## config.mk

```make
export PLATFORM = sky130hd
export DESIGN_NAME = cks_engine
export DESIGN_NICKNAME = d
export VERILOG_FILES = /design/src/rtl/cks_pkg.sv /design/src/rtl/cks_dp.sv /design/src/rtl/cks_ctrl.sv /design/src/rtl/cks_engine.sv
export SDC_FILE = /design/constraint.sdc
export NUM_CORES = 1
export LEC_CHECK = 0
export BUFFER_PORTS_ARGS = -buffer_cell sky130_fd_sc_hd__buf_2
export CORE_ASPECT_RATIO = 0.7
export CORE_MARGIN = 2
export CORE_UTILIZATION = 54
export CTS_BUF_LIST = sky130_fd_sc_hd__clkbuf_8
export DETAILED_ROUTE_END_ITERATION = 8
export MAX_ROUTING_LAYER = met4
export PLACE_DENSITY_LB_ADDON = 0.05
export SYNTH_ARGS = -nofsm -noshare
export SYNTH_HDL_FRONTEND = slang
export SYNTH_HIERARCHICAL = 1
export SYNTH_SLANG_ARGS = --single-unit
```

## constraint.sdc

```tcl
create_clock -name clk -period 4.63 [get_ports clk]
set_input_delay 0.2315 -clock clk [delete_from_list [all_inputs] [get_ports clk]]
set_output_delay 0.2315 -clock clk [all_outputs]
set_load 0.01 [all_outputs]
```

## src/rtl/cks_pkg.sv

```systemverilog
`timescale 1ns/1ps
package cks_pkg;

  localparam int SUM_W = 16;

  typedef enum logic [3:0] {
    S_IDLE, S_SUM, S_DRAIN, S_WRHI, S_WRLO, S_RDHI, S_RDLO, S_CMP, S_FIN
  } ctlState_t;

  typedef struct packed {
    logic load;   // latch command fields, clear accumulator
    logic sumRd;  // read next range byte
    logic hiRd;   // read upper field byte
    logic loRd;   // read lower field byte, capture upper
    logic cmp;    // capture lower and compare
    logic wrHi;   // write upper checksum byte
    logic wrLo;   // write lower checksum byte
  } ctlStrobes_t;

endpackage

```

## src/rtl/cks_dp.sv

```systemverilog
`timescale 1ns/1ps
module cks_dp
  import cks_pkg::*;
#(
  parameter int AW = 9
) (
  input  logic              clk,
  input  logic              rstN,
  input  ctlStrobes_t       st,
  input  logic [AW-1:0]     cmdStart,
  input  logic [AW-1:0]     cmdEnd,
  input  logic [AW-1:0]     cmdLoc,
  output logic              lastAddr,
  output logic              match,
  output logic [AW-1:0]     memAddr,
  output logic              memRe,
  output logic              memWe,
  output logic [7:0]        memWdata,
  input  logic [7:0]        memRdata
);

  localparam int BYTE_PAD = SUM_W - 8;

  logic [AW-1:0]    curAddr, endAddr, locAddr;
  logic [SUM_W-1:0] sumAcc;
  logic [SUM_W-1:0] cksVal;
  logic             accPend;
  logic [7:0]       hiByte;

  assign cksVal   = ~sumAcc;
  assign lastAddr = (curAddr == endAddr);

  always_ff @(posedge clk or negedge rstN) begin
    if (!rstN) begin
      curAddr <= '0;
      endAddr <= '0;
      locAddr <= '0;
      sumAcc  <= '0;
      accPend <= 1'b0;
      hiByte  <= '0;
      match   <= 1'b0;
    end else begin
      accPend <= st.sumRd;
      if (st.load) begin
        curAddr <= cmdStart;
        endAddr <= cmdEnd;
        locAddr <= cmdLoc;
        sumAcc  <= '0;
        match   <= 1'b0;
      end
      if (st.sumRd) curAddr <= curAddr + 1'b1;
      if (accPend)  sumAcc  <= sumAcc + {{BYTE_PAD{1'b0}}, memRdata};
      if (st.loRd)  hiByte  <= memRdata;
      if (st.cmp)   match   <= ({hiByte, memRdata} == cksVal);
    end
  end

  always_comb begin
    if (st.sumRd)                memAddr = curAddr;
    else if (st.hiRd || st.wrHi) memAddr = locAddr;
    else                         memAddr = locAddr + 1'b1;
  end

  assign memRe    = st.sumRd | st.hiRd | st.loRd;
  assign memWe    = st.wrHi | st.wrLo;
  assign memWdata = st.wrHi ? cksVal[SUM_W-1:8] : cksVal[7:0];

  a_r9_rw_exclusive: assert property (@(posedge clk) disable iff (!rstN)
    !(memRe && memWe));

  a_r2_field_adjacent: assert property (@(posedge clk) disable iff (!rstN)
    (memWe && $past(memWe)) |-> (memAddr == $past(memAddr) + 1'b1));

endmodule

```

## src/rtl/cks_ctrl.sv

```systemverilog
`timescale 1ns/1ps
module cks_ctrl
  import cks_pkg::*;
#(
  parameter int AW = 9
) (
  input  logic          clk,
  input  logic          rstN,
  input  logic          cmdValid,
  input  logic          cmdOp,
  input  logic [AW-1:0] cmdStart,
  input  logic [AW-1:0] cmdEnd,
  input  logic          lastAddr,
  input  logic          match,
  output ctlStrobes_t   st,
  output logic          busy,
  output logic          done,
  output logic          valid
);

  ctlState_t state, nextState;
  logic      opGen;

  always_ff @(posedge clk or negedge rstN) begin
    if (!rstN) begin
      state <= S_IDLE;
      opGen <= 1'b0;
    end else begin
      state <= nextState;
      if (st.load) opGen <= cmdOp;
    end
  end

  always_comb begin
    nextState = state;
    st        = '0;
    unique case (state)
      S_IDLE: if (cmdValid) begin
        st.load   = 1'b1;
        nextState = (cmdStart > cmdEnd) ? S_DRAIN : S_SUM;
      end
      S_SUM: begin
        st.sumRd = 1'b1;
        if (lastAddr) nextState = S_DRAIN;
      end
      S_DRAIN: nextState = opGen ? S_WRHI : S_RDHI;
      S_WRHI:  begin st.wrHi = 1'b1; nextState = S_WRLO; end
      S_WRLO:  begin st.wrLo = 1'b1; nextState = S_FIN;  end
      S_RDHI:  begin st.hiRd = 1'b1; nextState = S_RDLO; end
      S_RDLO:  begin st.loRd = 1'b1; nextState = S_CMP;  end
      S_CMP:   begin st.cmp  = 1'b1; nextState = S_FIN;  end
      S_FIN:   nextState = S_IDLE;
      default: nextState = S_IDLE;
    endcase
  end

  assign busy  = (state != S_IDLE);
  assign done  = (state == S_FIN);
  assign valid = done & ~opGen & match;

  a_r5_done_pulse: assert property (@(posedge clk) disable iff (!rstN)
    done |=> !done);

  a_r3_lo_follows_hi: assert property (@(posedge clk) disable iff (!rstN)
    st.wrHi |=> st.wrLo);

  a_r7_verify_no_write: assert property (@(posedge clk) disable iff (!rstN)
    (st.wrHi || st.wrLo) |-> opGen);

endmodule

```

## src/rtl/cks_engine.sv

```systemverilog
`timescale 1ns/1ps
module cks_engine
  import cks_pkg::*;
#(
  parameter int AW = 9
) (
  input  logic          clk,
  input  logic          rstN,
  input  logic          cmdValid,
  input  logic          cmdOp,
  input  logic [AW-1:0] cmdStart,
  input  logic [AW-1:0] cmdEnd,
  input  logic [AW-1:0] cmdLoc,
  output logic          busy,
  output logic          done,
  output logic          valid,
  output logic [AW-1:0] memAddr,
  output logic          memRe,
  output logic          memWe,
  output logic [7:0]    memWdata,
  input  logic [7:0]    memRdata
);

  ctlStrobes_t st;
  logic        lastAddr, match;

  cks_ctrl #(.AW(AW)) uCtrl (
    .clk(clk), .rstN(rstN), .cmdValid(cmdValid), .cmdOp(cmdOp),
    .cmdStart(cmdStart), .cmdEnd(cmdEnd), .lastAddr(lastAddr),
    .match(match), .st(st), .busy(busy), .done(done), .valid(valid)
  );

  cks_dp #(.AW(AW)) uDp (
    .clk(clk), .rstN(rstN), .st(st), .cmdStart(cmdStart), .cmdEnd(cmdEnd),
    .cmdLoc(cmdLoc), .lastAddr(lastAddr), .match(match),
    .memAddr(memAddr), .memRe(memRe), .memWe(memWe),
    .memWdata(memWdata), .memRdata(memRdata)
  );

  a_r4_valid_with_done: assert property (@(posedge clk) disable iff (!rstN)
    valid |-> done);

  a_r8_done_while_busy: assert property (@(posedge clk) disable iff (!rstN)
    done |-> busy);

endmodule

```

==> impl_metrics.toml, run 1 <==
[floorplanning]
dieWidth_microns = 105
start_util = 0.562
die_area_sq_um = 7800
die_h_microns = 74.5
rows = 25
core_sq_um = 6820
io_pins = 61

[drt]
wl_mm = 9.62
dr_total_vias = 3237
drc = 0
ant_nets = 0
drt_iter0_drc = 266
wl_per_cell_microns = 17.4
drt_pass1_iterations = 5
routed_via_density = 5.86

[worst_setup_path]
cp_top_family = "simple AND/OR/NAND/NOR gates"
crit_path_max_incr_delay_ps = 890
start_kind = "flop"
path_max_fanout = 11
critPathRequiredTime_ps = 4400
cp_slowest_cell = "nor3_2"
path_cells = "nand2_1, nor3_2, nor2_1, nand4_1, xor2_1, o21ai_0, buf_2"
crit_buf_inv = 1
crit_arrival_ps = 2830
critPathCaptureType = "primary output"
path_class = "flop to primary output"

[cts]
cts-root-buf = "clkbuf_8"
clk_latency_ps = 350
ctsHoldBuffers = 0
h-tree-depth = 3
clock-sinks = 58
cts_tree = "done"
cts.repair.resized = 0
cts_inserted_buffers = 9
path_clk_slew_ps = 60
postCtsSetupBuffers = 0
clock_path_buffers = 2

[timing]
rsz0062_at_grt = "false"
whs_ps = 17.3
setup_violations = 0
hold_viol_final = 0
period_needed_ps = 3060
tightest_slew_ps = 1160
finalMaxSlewViolations = 0
relSlewSlack = 0.224
timing.setup.tns_ps = 0
timing.final.crit_share = 0.662
max_freq_ghz = 0.326
finalClockSkew_ps = 9.10
timing.final.ws_setup_ps = 1570

[finish]
fillers = 606
antenna_cells = 0
syn2layout_area_growth_pct = 13.7
drive_above_1_share = 0.247
nNetsFinal = 512
fin_util = 0.639

[power]
power_density_nw_per_um2 = 664
irDropWorstVdd_mv = 0.335
leakagePower_nw = 1.95

[synthesis]
syn_area_sq_um = 3830
syn_area_per_cell_sq_um = 9.58
yosys.cell_types.count = 51
synth_flop_cell = "dfrtp_1"
synth_edf_count = 0
syn_inst = 400
synth-seq-area-share = 0.379
ys_ff_latch = 58
synthDominantCellAreaShare = 0.379
ys.warnings.count = 6
synth_top_area_cell = "dfrtp_1"
ys_async_sr_fraction = 1.00
synth_area_leaders = "dfrtp_1 38%, mux2_2 7.6%, ha_1 6.2%"
synthesis.nets = 459

[global_routing]
grt_overflow = 0
grt_pass1_wl_mm = 15.9
antenna_found_initial = 0
grt_max_degree = 59
track_usage = 0.280
grt_pass1_vias = 3028

[job]
max-cap-violations = 0

[worst_hold_path]
holdCritPathClass = "input pin to async pin"

[place]
gp_congestion = 0.929
post-place-ws_ps = 1970
dpl.hpwl_mm = 7.11
io_buffers = 60

[run_status]
outcome = "complete, no violations"
==> cell families (layout without fill, tap and decap cells) <==
group,after synthesis,after routing,share of synthesized area
flip-flops,58,58,0.379
AO/OA/AOI/OAI,78,78,0.134
XOR/XNOR,34,34,0.0777
AND/OR/NAND/NOR,122,122,0.160
buffers and inverters,40,98,0.0470
multiplexers,48,48,0.135
adder cells (fa/ha/maj),20,20,0.0672
==> per-stage QoR <==
stage	power [mW]	std cells	cell area, sq um
floorplan	2.03	400	3830
global placement	2.40	536	4180
finish	2.89	552	4360
global route	3.13	552	4360
CTS	2.89	552	4360
detailed placement	2.44	536	4180
==> path summary, 6_finish.rpt <==
kind,startpoint,end,slack [ps],cells after the start
max in group asynchronous,rstN,uDp/locAddr[3],4100,2
min in group clk,cmdLoc[4],uDp/locAddr[4],110,2
hold / removal,rstN,uDp/locAddr[0],20,2
setup reg to reg,uCtrl/state[1],uDp/curAddr[6],2060,7
setup / recovery,uCtrl/state[0],memAddr[7],1570,7
hold reg to reg,uDp/match,uDp/match,510,1
==> flip-flops by register name (all words and copies together), names as in the netlist <==
signal and flops:
uDp/sumAcc 16, uCtrl/opGen 1, uDp/endAddr 9, uCtrl/state 4
uDp/accPend 1, uDp/match 1, uDp/curAddr 9, uDp/hiByte 8
uDp/locAddr 9
==> layer usage <==
metal,track usage,part of all wire,vias up
met1,0.414,0.52,1576
li1,-,-,1539
met5,-,0,-
met3,0.0762,0.071,9
met4,0.0830,0.0057,0
met2,0.367,0.40,113
==> synthesized netlist by cell type, types with 5 or more instances <==
cell / number
nor2b_1: 6
nand4_1: 8
mux2_2: 26
and3_1: 6
nand3_1: 11
a211o_1: 5
a211oi_1: 9
buf_2: 6
nor3_1: 6
o22ai_1: 5
xnor2_1: 20
mux2i_1: 21
ha_1: 19
clkbuf_1: 10
nor2_1: 19
inv_1: 19
xor2_1: 14
o21ai_0: 15
nand2_1: 45
a21oi_1: 19
dfrtp_1: 58
==> worst register-to-register path: stages, from the launching register on <==
cell	delay (ps)
dfrtp_1	480
nand2b_1	250
nor3_2	680
buf_4	360
inv_1	120
nor3_1	240
mux2i_1	220
o31a_1	150
==> placed cells by master (no fill, tap or decap), drive strengths merged, types with 12 or more instances in the layout <==
cell type | synthesis | routed
a21oi | 19 | 19
mux2i | 21 | 21
clkbuf | 10 | 12
mux2 | 27 | 27
xor2 | 14 | 14
nand2 | 46 | 46
dfrtp | 58 | 58
o21ai | 17 | 17
xnor2 | 20 | 20
nor2 | 19 | 19
ha | 19 | 19
buf | 11 | 63
inv | 19 | 21
==> report_power, final <==
group	switching (mW)	internal, mW	total [mW]	leakage [nW]
Sequential	0.303	0.732	1.03	0.719
Combinational	0.755	0.667	1.42	1.12
Clock	0.202	0.232	0.434	0.105
Total	1.26	1.63	2.89	1.95
==> area by class of cell <==
class                           instances  area [sq um]  area share
Multi-Input combinational cell        302          2210       0.508
Sequential cell                        58          1450       0.333
Timing Repair Buffer                   63           323      0.0741
Clock buffer                           12           165      0.0379
Tap cell                               94           118      0.0270
Inverter                               19          71.3      0.0164
Clock inverter                          4          17.5     0.00402
(Power assumes the default switching activity.)
==> run 2, diff against run 1 <==
- clock period: 4.63 -> 2.9 ns (I/O delays scaled with it)
==> run 2 against run 1 <==
Clock skew about the same. Final area grew 1.1%. Sequential power is 60% higher. Critical path type unchanged.
==> impl_metrics.toml, run 2 (synthesized netlist as in run 1, its figures left out) <==
[place]
dpl_cell_area_sq_um = 4190
dp.cells = 538
io_buffers = 60
gp_congestion = 0.952
dpl.hpwl_mm = 7.22

[floorplanning]
die_area_sq_um = 7800
rows = 25
dieWidth_microns = 105
core_sq_um = 6820
die_h_microns = 74.5
start_util = 0.562
io_pins = 61

[worst_setup_path]
critical_path_depth = 7
timing.rr.start = "uCtrl/state[2]"
path_cells = "nand2b_1, nor2_1, or3b_1, nor3_1, xnor2_1, o21ai_1, buf_2"
path_max_fanout = 8
path_class = "flop to primary output"
reg2reg_depth = 7
critPathRequiredTime_ps = 2760
start_kind = "flop"
critPathCaptureType = "primary output"
cp_slowest_cell = "dfrtp_1"
cp-startpoint = "uCtrl/state[3]"
crit_arrival_ps = 2390
cp_top_family = "simple AND/OR/NAND/NOR gates"
crit_buf_inv = 1
crit_path_max_incr_delay_ps = 570

[timing]
hold_viol_final = 0
timing.final.crit_share = 0.875
tightest_slew_ps = 602
timing.setup.tns_ps = 0
finalMaxSlewViolations = 0
max_freq_ghz = 0.394
finalClockSkew_ps = 8.74
rsz0062_at_grt = "false"
relSlewSlack = 0.598
setup_violations = 0
period_needed_ps = 2540

[finish]
largest_register_ffs = 16
final-seq-area_sq_um = 1450
drive_above_1_share = 0.252
syn2layout_area_growth_pct = 14.9
fillers = 620
stdcell_area_sq_um = 4410
multiInputGateArea_sq_um = 2210
instances_no_fill = 555
max_flop_register = "uDp/sumAcc"
layout_common_cells = "60 x buf_2, 58 x dfrtp_1, 45 x nand2_1, 26 x mux2_2, 21 x mux2i_1"
final_common_cell = "buf_2"
nNetsFinal = 515
antenna_cells = 0

[cts]
postCtsSetupBuffers = 0
clk_latency_ps = 350
cts_tree = "done"
cts-root-buf = "clkbuf_8"
clock-sinks = 58
cts_inserted_buffers = 9
clock_path_buffers = 2
path_clk_slew_ps = 70
h-tree-depth = 3

[drt]
drt_pass1_iterations = 4
drt_iter0_drc = 232
ant_nets = 0
wl_per_cell_microns = 17.3
routed_via_density = 5.80
drc = 0
wl_mm = 9.59
dr_total_vias = 3217

[global_routing]
antenna_found_initial = 0
grt_overflow = 0
grt_pass1_vias = 3006
grt_pass1_wl_mm = 15.8
track_usage = 0.274
grt_max_degree = 46

[power]
power.internal_mw = 2.68
leakagePower_nw = 1.96
p_comb_frac = 0.484
irDropWorstVdd_mv = 0.509
power_density_nw_per_um2 = 1070
p_clk_frac = 0.165
pwr-share-seq = 0.351
switching_share = 0.430
switching_power_mw = 2.02

[worst_hold_path]
holdPathStages = 2
holdCritPathClass = "input pin to flop"
worstHoldStart = "cmdOp"

[run_status]
outcome = "complete, no violations"

[job]
max-cap-violations = 0
==> run 2: layout make-up <==
class | count | area share
multi-input combinational | 302 | 0.502
sequential | 58 | 0.329
timing repair buffer | 66 | 0.0790
clock buffer | 11 | 0.0344
tap | 94 | 0.0267
inverter | 19 | 0.0162
clock inverter | 5 | 0.0122
==> run 2: timing repair <==
item,4_1_cts,5_1_grt
endpoints found under the setup margin,0,0
hold endpoints to repair,13,0
hold buffers,1,0
gates resized for setup,0,0
==> run 2: path summary, 6_finish.rpt <==
kind | end | slack (ps)
worst max-delay path | memAddr[8] | 360
worst min-delay path | uCtrl/opGen | 30
worst max register to register | uDp/curAddr[8] | 670
worst min register to register | uDp/match | 510
max in group asynchronous | uDp/curAddr[3] | 1770
min in group asynchronous | uDp/hiByte[2] | 220
==> run 2: power groups by stage <==
stage / Sequential, mW / Clock [mW] / Combinational, mW
after floorplan: 1.43 / 0 / 1.81
after global placement: 1.63 / 0 / 2.20
after detailed placement: 1.65 / 0 / 2.26
after CTS: 1.64 / 0.796 / 2.27
final: 1.65 / 0.772 / 2.27
after global routing: 1.71 / 0.837 / 2.52
==> run 2: worst register-to-register path: stages, from the launching register on <==
cell,delay [ps]
dfrtp_1,530
nor4_4,300
nand2_2,120
inv_1,300
buf_4,440
nor2b_1,100
a211oi_1,240
a21oi_1,70
==> run 2: metrics by stage <==
step / utilization / total power, mW / hold WS [ps] / setup WS, ps
after CTS: 0.646 / 4.71 / 10.5 / 360
after global placement: 0.614 / 3.83 / 61.1 / 751
after floorplan: - / 3.24 / -151 / 950
after detailed placement: 0.614 / 3.91 / 61.5 / 717
after global routing: 0.646 / 5.06 / 7.32 / 236
final: 0.646 / 4.69 / 26.1 / 361
==> run 2: metal layers <==
layer | part of all wire | track usage
met5 | 0 | -
met4 | 0.0095 | 0.0637
met3 | 0.090 | 0.0754
met2 | 0.40 | 0.365
met1 | 0.50 | 0.407
==> run 3, diff against run 2 <==
- REMOVE_ABC_BUFFERS: unset -> 1
==> run 3 against run 2 <==
Clock skew increased by 5.4 ps. Via count is 1.9% higher. Flip-flop and latch count is the same. Combinational power is 3% higher. Utilization grew 0.26 points. Die area unchanged. Count of clock-buffer cells in the layout down 1. Global-route usage down 0.32 points. Critical path type unchanged. Critical endpoint is now memAddr[6].
==> impl_metrics.toml, run 3 (synthesized netlist as in run 1, its figures left out) <==
[finish]
fillers = 612
drive_above_1_share = 0.255
nNetsFinal = 517
syn2layout_area_growth_pct = 15.4
antenna_cells = 0
instances_no_fill = 557
layout_common_cells = "60 x buf_2, 58 x dfrtp_1, 45 x nand2_1, 26 x mux2_2, 21 x mux2i_1"
stdcell_area_sq_um = 4420
largest_register_ffs = 16
final_common_cell = "buf_2"
fin_util = 0.649
max_flop_register = "uDp/sumAcc"
final-seq-area_sq_um = 1450
multiInputGateArea_sq_um = 2210

[floorplanning]
rows = 25
dieWidth_microns = 105
core_sq_um = 6820
die_area_sq_um = 7800
die_h_microns = 74.5
start_util = 0.562
io_pins = 61

[drt]
ant_nets = 0
dr_total_vias = 3278
wl_per_cell_microns = 17.2
drt_iter0_drc = 275
routed_via_density = 5.89
drt_pass1_iterations = 7
drc = 0
wl_mm = 9.58

[cts]
path_clk_slew_ps = 80
cts_inserted_buffers = 9
clock_path_buffers = 2
cts.repair.resized = 0
clock-sinks = 58
cts_tree = "done"
cts-root-buf = "clkbuf_8"
clk_latency_ps = 350
h-tree-depth = 3

[worst_setup_path]
path_max_fanout = 8
start_kind = "flop"
cp_top_family = "simple AND/OR/NAND/NOR gates"
cp_slowest_cell = "dfrtp_1"
crit_arrival_ps = 2340
crit_path_max_incr_delay_ps = 550
path_class = "flop to primary output"
critPathRequiredTime_ps = 2760
path_cells = "nand2b_1, nor2_1, or3b_1, nor3_1, xnor2_1, o21ai_1, buf_2"
crit_buf_inv = 1
critPathCaptureType = "primary output"

[place]
gp_congestion = 0.891
dpl.hpwl_mm = 7.30
dpl_cell_area_sq_um = 4220
dp.cells = 540
io_buffers = 60

[timing]
relSlewSlack = 0.543
max_freq_ghz = 0.402
period_needed_ps = 2490
rsz0062_at_grt = "false"
tightest_slew_ps = 685
finalClockSkew_ps = 14.2
hold_viol_final = 0
finalMaxSlewViolations = 0
setup_violations = 0
timing.final.crit_share = 0.858

[global_routing]
grt_pass1_vias = 3008
grt_pass1_wl_mm = 15.5
grt_overflow = 0
track_usage = 0.271
grt_max_degree = 35
antenna_found_initial = 0

[run_status]
outcome = "complete, no violations"

[power]
power_density_nw_per_um2 = 1060
irDropWorstVdd_mv = 0.612
leakagePower_nw = 1.98

[job]
max-cap-violations = 0

[worst_hold_path]
holdCritPathClass = "input pin to flop"
==> run 3: per-layer routing <==
metal  GRT usage  part of all wire  routed length (microns)
met1       0.405              0.52                     4970
met2       0.365              0.40                     3830
met3      0.0613             0.073                      702
met4      0.0741            0.0080                       77
met5           -                 0                        0
==> run 3: repair_timing <==
action                                 in CTS  in global routing
endpoints found under the hold margin      27                  0
hold buffers                                1                  0
buffers inserted                            0                  0
==> run 3: report_power, final <==
part / leakage (nW) / switching, mW / internal [mW]
registers: 0.719 / 0.462 / 1.17
logic: 1.15 / 1.24 / 1.09
clock network: 0.107 / 0.341 / 0.414
total: 1.98 / 2.04 / 2.67
==> run 3: cell type report <==
type / instances / area share
repair buffers: 68 / 0.0849
flip-flops and latches: 58 / 0.328
clock inverters: 6 / 0.0130
well taps: 94 / 0.0266
clock buffers: 10 / 0.0311
inverters: 19 / 0.0161
multi-input cells: 302 / 0.500
==> run 3: final timing paths <==
kind | from | end | slack, ps | cells past startpoint
setup / recovery | uCtrl/state[3] | memAddr[6] | 410 | 7
hold reg to reg | uDp/match | uDp/match | 510 | 1
hold / removal | cmdOp | uCtrl/opGen | 30 | 2
max in group asynchronous | rstN | uDp/curAddr[5] | 1810 | 3
min in group asynchronous | rstN | uDp/endAddr[0] | 370 | 2
setup reg to reg | uCtrl/state[2] | uDp/curAddr[8] | 720 | 7
==> run 3: per-stage QoR <==
stage	setup WS, ps	setup TNS (ps)	power [mW]	hold WS [ps]
3_3_place_gp	811	0	3.87	214
5_1_grt	270	0	5.08	18.3
4_1_cts	402	0	4.70	17.1
6_report	413	0	4.71	35.0
3_5_place_dp	763	0	3.93	225
2_1_floorplan	-330	-330	3.16	-151
